File: config.mk
export PLATFORM = sky130hd
export DESIGN_NAME = hbf_byte_port
export DESIGN_NICKNAME = d
export VERILOG_FILES = /design/src/rtl/hbf_pkg.sv /design/src/rtl/hbf_byte_ram.sv /design/src/rtl/hbf_ctrl.sv /design/src/rtl/hbf_byte_port.sv
export SDC_FILE = /design/constraint.sdc
export NUM_CORES = 1
export LEC_CHECK = 0
export CAP_MARGIN = 20
export CORE_UTILIZATION = 35
export DETAILED_ROUTE_END_ITERATION = 6
export GPL_TIMING_DRIVEN = 0
export MAX_ROUTING_LAYER = met4
export PLACE_DENSITY = 0.5
export RECOVER_POWER = 50
export SLEW_MARGIN = 30
export SYNTH_ARGS = -nofsm -noshare
export SYNTH_HDL_FRONTEND = slang
export SYNTH_SLANG_ARGS = --single-unit
File: constraint.sdc
create_clock -name clk -period 3.45 [get_ports clk]
set_input_delay 0.69 -clock clk [delete_from_list [all_inputs] [get_ports clk]]
set_output_delay 0.69 -clock clk [all_outputs]
set_load 0.05 [all_outputs]
File: src/rtl/hbf_pkg.sv
// Package: shared byte type and the access classes decoded by the controller.
// Assumes a byte-wide host port.
package hbf_pkg;
    typedef logic [7:0] byte_t;

    typedef enum logic [2:0] {
        ACC_IDLE,
        ACC_DATA_WR,
        ACC_CMD_WR,
        ACC_DROP,
        ACC_POP,
        ACC_ZERO_RD,
        ACC_EMPTY_RD
    } acc_kind_e;
endpackage

File: src/rtl/hbf_byte_ram.sv
// Module: small byte storage with one indexed write port and one
// asynchronous read port. When PAIR_LOAD is set, it also has a pair-load
// port that writes entries 0 and 1 in one cycle. Assumes DEPTH >= 2.
// Contents are cleared by reset.
module hbf_byte_ram #(
    parameter int DEPTH     = 16,
    parameter bit PAIR_LOAD = 1'b0,
    localparam int AW       = $clog2(DEPTH)
) (
    input  logic          clk,
    input  logic          rst_n,
    input  logic          we,
    input  logic [AW-1:0] waddr,
    input  hbf_pkg::byte_t wdata,
    input  logic          pair_we,
    input  hbf_pkg::byte_t pair_b0,
    input  logic [AW-1:0] raddr,
    output hbf_pkg::byte_t rdata
);
    hbf_pkg::byte_t mem [DEPTH];

    // Storage update: reset clear, pair load first, otherwise single write.
    always_ff @(posedge clk) begin
        if (!rst_n) begin
            for (int i = 0; i < DEPTH; i++) mem[i] <= '0;
        end else if (PAIR_LOAD && pair_we) begin
            mem[0] <= pair_b0;
            mem[1] <= '0;
        end else if (we) begin
            mem[waddr] <= wdata;
        end
    end

    // Read path: combinational lookup.
    assign rdata = mem[raddr];
endmodule

File: src/rtl/hbf_ctrl.sv
// Module: pointer, count and mode controller for the byte port.
// Classifies each host access and updates the data pointers, the signed
// remaining count and the command-collection state. Assumes host_wr and
// host_rd are never high together. sel_begin takes priority over
// resp_load, and both take priority over data-FIFO accesses in the same
// cycle. Command-buffer writes are unaffected by either.
module hbf_ctrl #(
    parameter int DEPTH     = 16,
    parameter int CMD_DEPTH = 16,
    parameter int CNT_W     = 8,
    localparam int PTR_W    = $clog2(DEPTH),
    localparam int CL_W     = $clog2(CMD_DEPTH + 1)
) (
    input  logic                    clk,
    input  logic                    rst_n,
    input  logic                    host_wr,
    input  logic                    host_rd,
    input  logic [2:0]              phase_bits,
    input  logic                    sel_begin,
    input  logic                    resp_load,
    input  logic                    cmd_enter,
    input  logic                    cmd_leave,
    output logic [PTR_W-1:0]        rptr,
    output logic [PTR_W-1:0]        wptr,
    output logic signed [CNT_W-1:0] remain,
    output logic                    cmd_active,
    output logic [CL_W-1:0]         cmd_count,
    output logic                    overrun,
    output logic                    data_we,
    output logic                    cmd_we,
    output logic                    pop,
    output logic                    zero_rd
);
    import hbf_pkg::*;

    localparam logic [PTR_W-1:0] WLIMIT = PTR_W'(DEPTH - 1);
    localparam logic [PTR_W-1:0] RESP_W = PTR_W'(2);
    localparam logic [CL_W-1:0]  CFULL  = CL_W'(CMD_DEPTH);
    localparam logic signed [CNT_W-1:0] ONE = CNT_W'(1);
    localparam logic signed [CNT_W-1:0] TWO = CNT_W'(2);

    acc_kind_e        kind;
    logic             fifo_busy;
    logic [PTR_W-1:0] rptr_n, wptr_n;

    // Data-FIFO accesses yield to selection start and response load.
    assign fifo_busy = sel_begin || resp_load;

    // Access classification for the current cycle.
    always_comb begin
        kind = ACC_IDLE;
        if (host_wr) begin
            if (cmd_active)
                kind = (cmd_count == CFULL) ? ACC_DROP : ACC_CMD_WR;
            else if (!fifo_busy)
                kind = (wptr == WLIMIT) ? ACC_DROP : ACC_DATA_WR;
        end else if (host_rd && !fifo_busy) begin
            if (phase_bits == 3'b000)  kind = ACC_ZERO_RD;
            else if (rptr < wptr)      kind = ACC_POP;
            else                       kind = ACC_EMPTY_RD;
        end
    end

    assign data_we = (kind == ACC_DATA_WR);
    assign cmd_we  = (kind == ACC_CMD_WR);
    assign pop     = (kind == ACC_POP);
    assign zero_rd = (kind == ACC_ZERO_RD);

    // Next pointers before the snap-to-zero rule.
    assign rptr_n = rptr + PTR_W'(pop);
    assign wptr_n = wptr + PTR_W'(data_we);

    // Data pointers and signed remaining count.
    always_ff @(posedge clk) begin
        if (!rst_n || sel_begin) begin
            rptr   <= '0;
            wptr   <= '0;
            remain <= '0;
        end else if (resp_load) begin
            rptr   <= '0;
            wptr   <= RESP_W;
            remain <= TWO;
        end else begin
            if (rptr_n == wptr_n) begin
                rptr <= '0;
                wptr <= '0;
            end else begin
                rptr <= rptr_n;
                wptr <= wptr_n;
            end
            if (data_we)  remain <= remain + ONE;
            else if (pop) remain <= remain - ONE;
        end
    end

    // Command-collection mode and its byte count.
    always_ff @(posedge clk) begin
        if (!rst_n) begin
            cmd_active <= 1'b0;
            cmd_count  <= '0;
        end else if (cmd_enter) begin
            cmd_active <= 1'b1;
            cmd_count  <= '0;
        end else if (cmd_leave) begin
            cmd_active <= 1'b0;
            cmd_count  <= '0;
        end else if (cmd_we) begin
            cmd_count  <= cmd_count + CL_W'(1);
        end
    end

    // One-cycle overrun flag for a dropped write.
    always_ff @(posedge clk) begin
        if (!rst_n) overrun <= 1'b0;
        else        overrun <= (kind == ACC_DROP);
    end
endmodule

File: src/rtl/hbf_byte_port.sv
// Module: host byte FIFO with command capture (top level).
// Steers host writes to the data FIFO or the command buffer and returns
// popped bytes on host_rdata. Exposes the fill count, the remaining count
// and the command byte count. Assumes a single byte port, so a read and a
// write never occur in the same cycle.
module hbf_byte_port #(
    parameter int DEPTH     = 16,
    parameter int CMD_DEPTH = 16,
    parameter int CNT_W     = 8,
    localparam int PTR_W    = $clog2(DEPTH),
    localparam int CIDX_W   = $clog2(CMD_DEPTH),
    localparam int CL_W     = $clog2(CMD_DEPTH + 1)
) (
    input  logic                    clk,
    input  logic                    rst_n,
    input  logic                    host_wr,
    input  logic [7:0]              host_wdata,
    input  logic                    host_rd,
    output logic [7:0]              host_rdata,
    input  logic [2:0]              phase_bits,
    input  logic                    sel_begin,
    input  logic                    resp_load,
    input  logic [7:0]              resp_status,
    input  logic                    cmd_enter,
    input  logic                    cmd_leave,
    input  logic [CIDX_W-1:0]       cmd_idx,
    output logic [7:0]              cmd_byte,
    output logic [PTR_W:0]          fill_count,
    output logic signed [CNT_W-1:0] remain,
    output logic                    cmd_active,
    output logic [CL_W-1:0]         cmd_count,
    output logic                    overrun
);
    logic [PTR_W-1:0] rptr, wptr;
    logic             data_we, cmd_we, pop, zero_rd;
    logic [7:0]       fifo_q;

    hbf_ctrl #(.DEPTH(DEPTH), .CMD_DEPTH(CMD_DEPTH), .CNT_W(CNT_W)) u_ctrl (
        .clk        (clk),
        .rst_n      (rst_n),
        .host_wr    (host_wr),
        .host_rd    (host_rd),
        .phase_bits (phase_bits),
        .sel_begin  (sel_begin),
        .resp_load  (resp_load),
        .cmd_enter  (cmd_enter),
        .cmd_leave  (cmd_leave),
        .rptr       (rptr),
        .wptr       (wptr),
        .remain     (remain),
        .cmd_active (cmd_active),
        .cmd_count  (cmd_count),
        .overrun    (overrun),
        .data_we    (data_we),
        .cmd_we     (cmd_we),
        .pop        (pop),
        .zero_rd    (zero_rd)
    );

    hbf_byte_ram #(.DEPTH(DEPTH), .PAIR_LOAD(1'b1)) u_data (
        .clk     (clk),
        .rst_n   (rst_n),
        .we      (data_we),
        .waddr   (wptr),
        .wdata   (host_wdata),
        .pair_we (resp_load && !sel_begin),
        .pair_b0 (resp_status),
        .raddr   (rptr),
        .rdata   (fifo_q)
    );

    hbf_byte_ram #(.DEPTH(CMD_DEPTH), .PAIR_LOAD(1'b0)) u_cmd (
        .clk     (clk),
        .rst_n   (rst_n),
        .we      (cmd_we),
        .waddr   (cmd_count[CIDX_W-1:0]),
        .wdata   (host_wdata),
        .pair_we (1'b0),
        .pair_b0 (8'h00),
        .raddr   (cmd_idx),
        .rdata   (cmd_byte)
    );

    // Host read register: popped byte, zero on a data-out read, else hold.
    always_ff @(posedge clk) begin
        if (!rst_n)       host_rdata <= '0;
        else if (pop)     host_rdata <= fifo_q;
        else if (zero_rd) host_rdata <= '0;
    end

    // Unread bytes between the two pointers.
    assign fill_count = {1'b0, wptr} - {1'b0, rptr};
endmodule

==> impl_metrics.json <==
{
  "status": "complete, no violations",
  "ys_types": 60,
  "crit_chain": "clkbuf_2 -> buf_6 -> mux4_2 -> mux4_2 -> dlygate4sd2_1",
  "powerDensity_nw_per_um2": 501,
  "ir_drop_mv": 0.351,
  "hp-class": "flip-flop to flip-flop",
  "fin_setup_tns_ps": 0,
  "max_stage_delay_ps": 580,
  "wl_mm": 41.0,
  "whs_ps": 464,
  "clk_pin_slew_worst_paths_ps": 60,
  "yosysSeqAreaShare_pct": 61.5,
  "cts_max_level": 1,
  "slew_violations": 0,
  "period_share_pct": 98.6,
  "cts_sinks": 287,
  "synth-async-reset-ratio_pct": 0,
  "gp_congestion": 0.805,
  "synth_cells": 971,
  "n_antenna_cell": 0,
  "instances_no_fill": 1614,
  "synth_edf_count": 256,
  "viasPerCell": 5.56,
  "dr.pass1.iters": 5,
  "synthTopCellsByArea": "edfxtp_1, mux4_2, nor3_1",
  "end_kind": "primary output",
  "nFillCells": 3547,
  "crit_path_start_kind": "input pin",
  "worstPathMaxFanout": 10,
  "grt_pass1_vias": 9251,
  "dp.final_hpwl_mm": 28.9,
  "cts_buffer_depth": 3,
  "finalSetupViolCount": 0,
  "fin_nets": 1129,
  "syn2layout_area_growth_pct": 18.8,
  "critical_path.most_common_cell": "mux4_2",
  "core_sq_um": 37800,
  "avgSynthCellArea_sq_um": 13.9,
  "stdcell_area_sq_um": 16100,
  "slowest_stage": "mux4_2",
  "io_pins": 67,
  "arrival_ps": 2710,
  "insertion_delay_ps": 560,
  "start_util_pct": 35.7,
  "grt_max_degree": 16,
  "hold_viol_final": 0,
  "yosysWarnings": 0,
  "dpl_cell_area_sq_um": 14900,
  "root_buffer": "clkbuf_16",
  "synth_area_sq_um": 13500,
  "tritoncts": "yes",
  "grt_pass1_wl_mm": 60.7,
  "drt_iter0_drc": 717,
  "yosysMostFrequentCell": "edfxtp_1",
  "grt_usage_pct": 22.0,
  "route.detailed.drc": 0,
  "ys_ff_latch": 287,
  "ant_nets": 0,
  "cts_buffers": 31,
  "layout_min_cycle_time_ps": 3400,
  "criticalPathCategory": "input pin to primary output",
  "max_freq_ghz": 0.294,
  "die_w_microns": 199,
  "dp.cells": 1556,
  "wl_per_cell_microns": 25.4,
  "rsz0062_at_grt": "yes",
  "synthFlopType": "edfxtp_1",
  "skew_ps": 14.4,
  "portBuffers": 63,
  "finalPower_w": 0.00805,
  "synth_top_area_share_pct": 56.9,
  "die_h_microns": 199,
  "yosys.area.top_type": "edfxtp_1",
  "antenna_found_initial": 0,
  "via_count": 8966,
  "maxCapViolations": 0,
  "yosys-top-cells-count": "edfxtp_1, nor3_1, clkbuf_1, mux4_2",
  "drive_gt1_share_pct": 18.7,
  "die_area_sq_um": 39400,
  "p_leak_nw": 5.28,
  "rows": 71,
  "grt_overflow": 0,
  "crit_required_ps": 2760,
  "relSlewSlack_pct": 25.0,
  "worstMarginPinSlew_ps": 1120
}
where the power goes:
group          internal [W]  switching [W]  total [W]
registers           0.00390      0.0000404    0.00394
logic              0.000206       0.000390   0.000597
clock network       0.00212        0.00139    0.00351
path summary, 6_finish.rpt:
path                            cells after the start                 from  slack [ps]              end
worst min register to register                      1        host_rdata[1]         460    host_rdata[1]
worst max-delay path                                5           cmd_idx[0]          50      cmd_byte[0]
worst min-delay path                                1        host_rdata[1]         460    host_rdata[1]
worst max register to register                      5  u_ctrl.cmd_count[2]         140  u_cmd.mem[1][7]
registers in the layout, indices dropped and copies added, names as in the netlist:
signal             count
u_ctrl.overrun         1
u_ctrl.rptr            4
u_ctrl.wptr            4
u_data.mem           128
host_rdata             8
u_ctrl.remain          8
u_cmd.mem            128
u_ctrl.cmd_active      1
u_ctrl.cmd_count       5
kinds of logic (layout without fill, tap and decap cells):
family          count (synthesis)  in the layout  synth area share, %
simple gates                  329            329                 13.0
fa+ha+maj                      20             20                 1.96
xor+xnor                       17             17                 1.10
flops                         287            287                 61.5
mux                            81             81                 13.4
buf+inv                       145            270                 4.41
compound gates                 91             91                 4.63
other cells                     1              8               0.0277
metal layers:
layer	vias up	GRT usage [%]	routed length (microns)
met5	-	-	0
met4	0	5.47	854
met3	46	3.88	2620
met2	308	34.6	19500
met1	4561	29.7	18000
li1	4051	-	-
area by class of cell:
type | instances | area (sq um) | area share (%)
multi-input combinational | 546 | 4730 | 29.5
buffer | 106 | 499 | 3.11
clock buffer | 42 | 867 | 5.40
sequential | 287 | 8310 | 51.7
timing repair buffer | 70 | 668 | 4.16
inverter | 36 | 138 | 0.857
tap | 511 | 639 | 3.98
clock inverter | 16 | 208 | 1.29
per-stage QoR:
step / worst slack [ps] / utilization [%]
after global placement: -1030 / 39.2
after CTS: 8.26 / 42.4
after global routing: -55.7 / 42.5
after floorplan: 49.2 / -
final: 48.8 / 42.5
after detailed placement: -1020 / 39.3
critical path: cells and delay by family:
kind                   cells  cell delay, ps
buffers and inverters      3             930
muxes                      2            1080
timing repair:
item / CTS / global route
endpoints found under the setup margin: 140 / 91
gates resized for setup: 47 / 22
hold buffers: 0 / 0
pin swaps: 2 / 2
setup buffers: 1 / 2
layout by cell type (no fill, tap or decap), types with 6 or more instances in the layout:
cell type        count
clkinv_2             6
nor3_1             213
dfxtp_1             28
nand2_1              7
conb_1               8
a22o_1               8
buf_4               12
dlygate4sd3_1       22
o21ai_1             23
a21oi_1             13
clkbuf_1            77
nand2b_1             8
inv_1               35
o2bb2ai_1            8
buf_1                7
mux4_2              80
nor2_1              25
buf_2               11
clkdlybuf4s50_1     27
ha_1                17
nand3_1             10
xor2_1               7
clkbuf_16           31
xnor2_1              9
nor4_1              34
nand4_1              9
edfxtp_1           256
clkbuf_2             6
No activity file was read; power rests on OpenSTA's default activity.
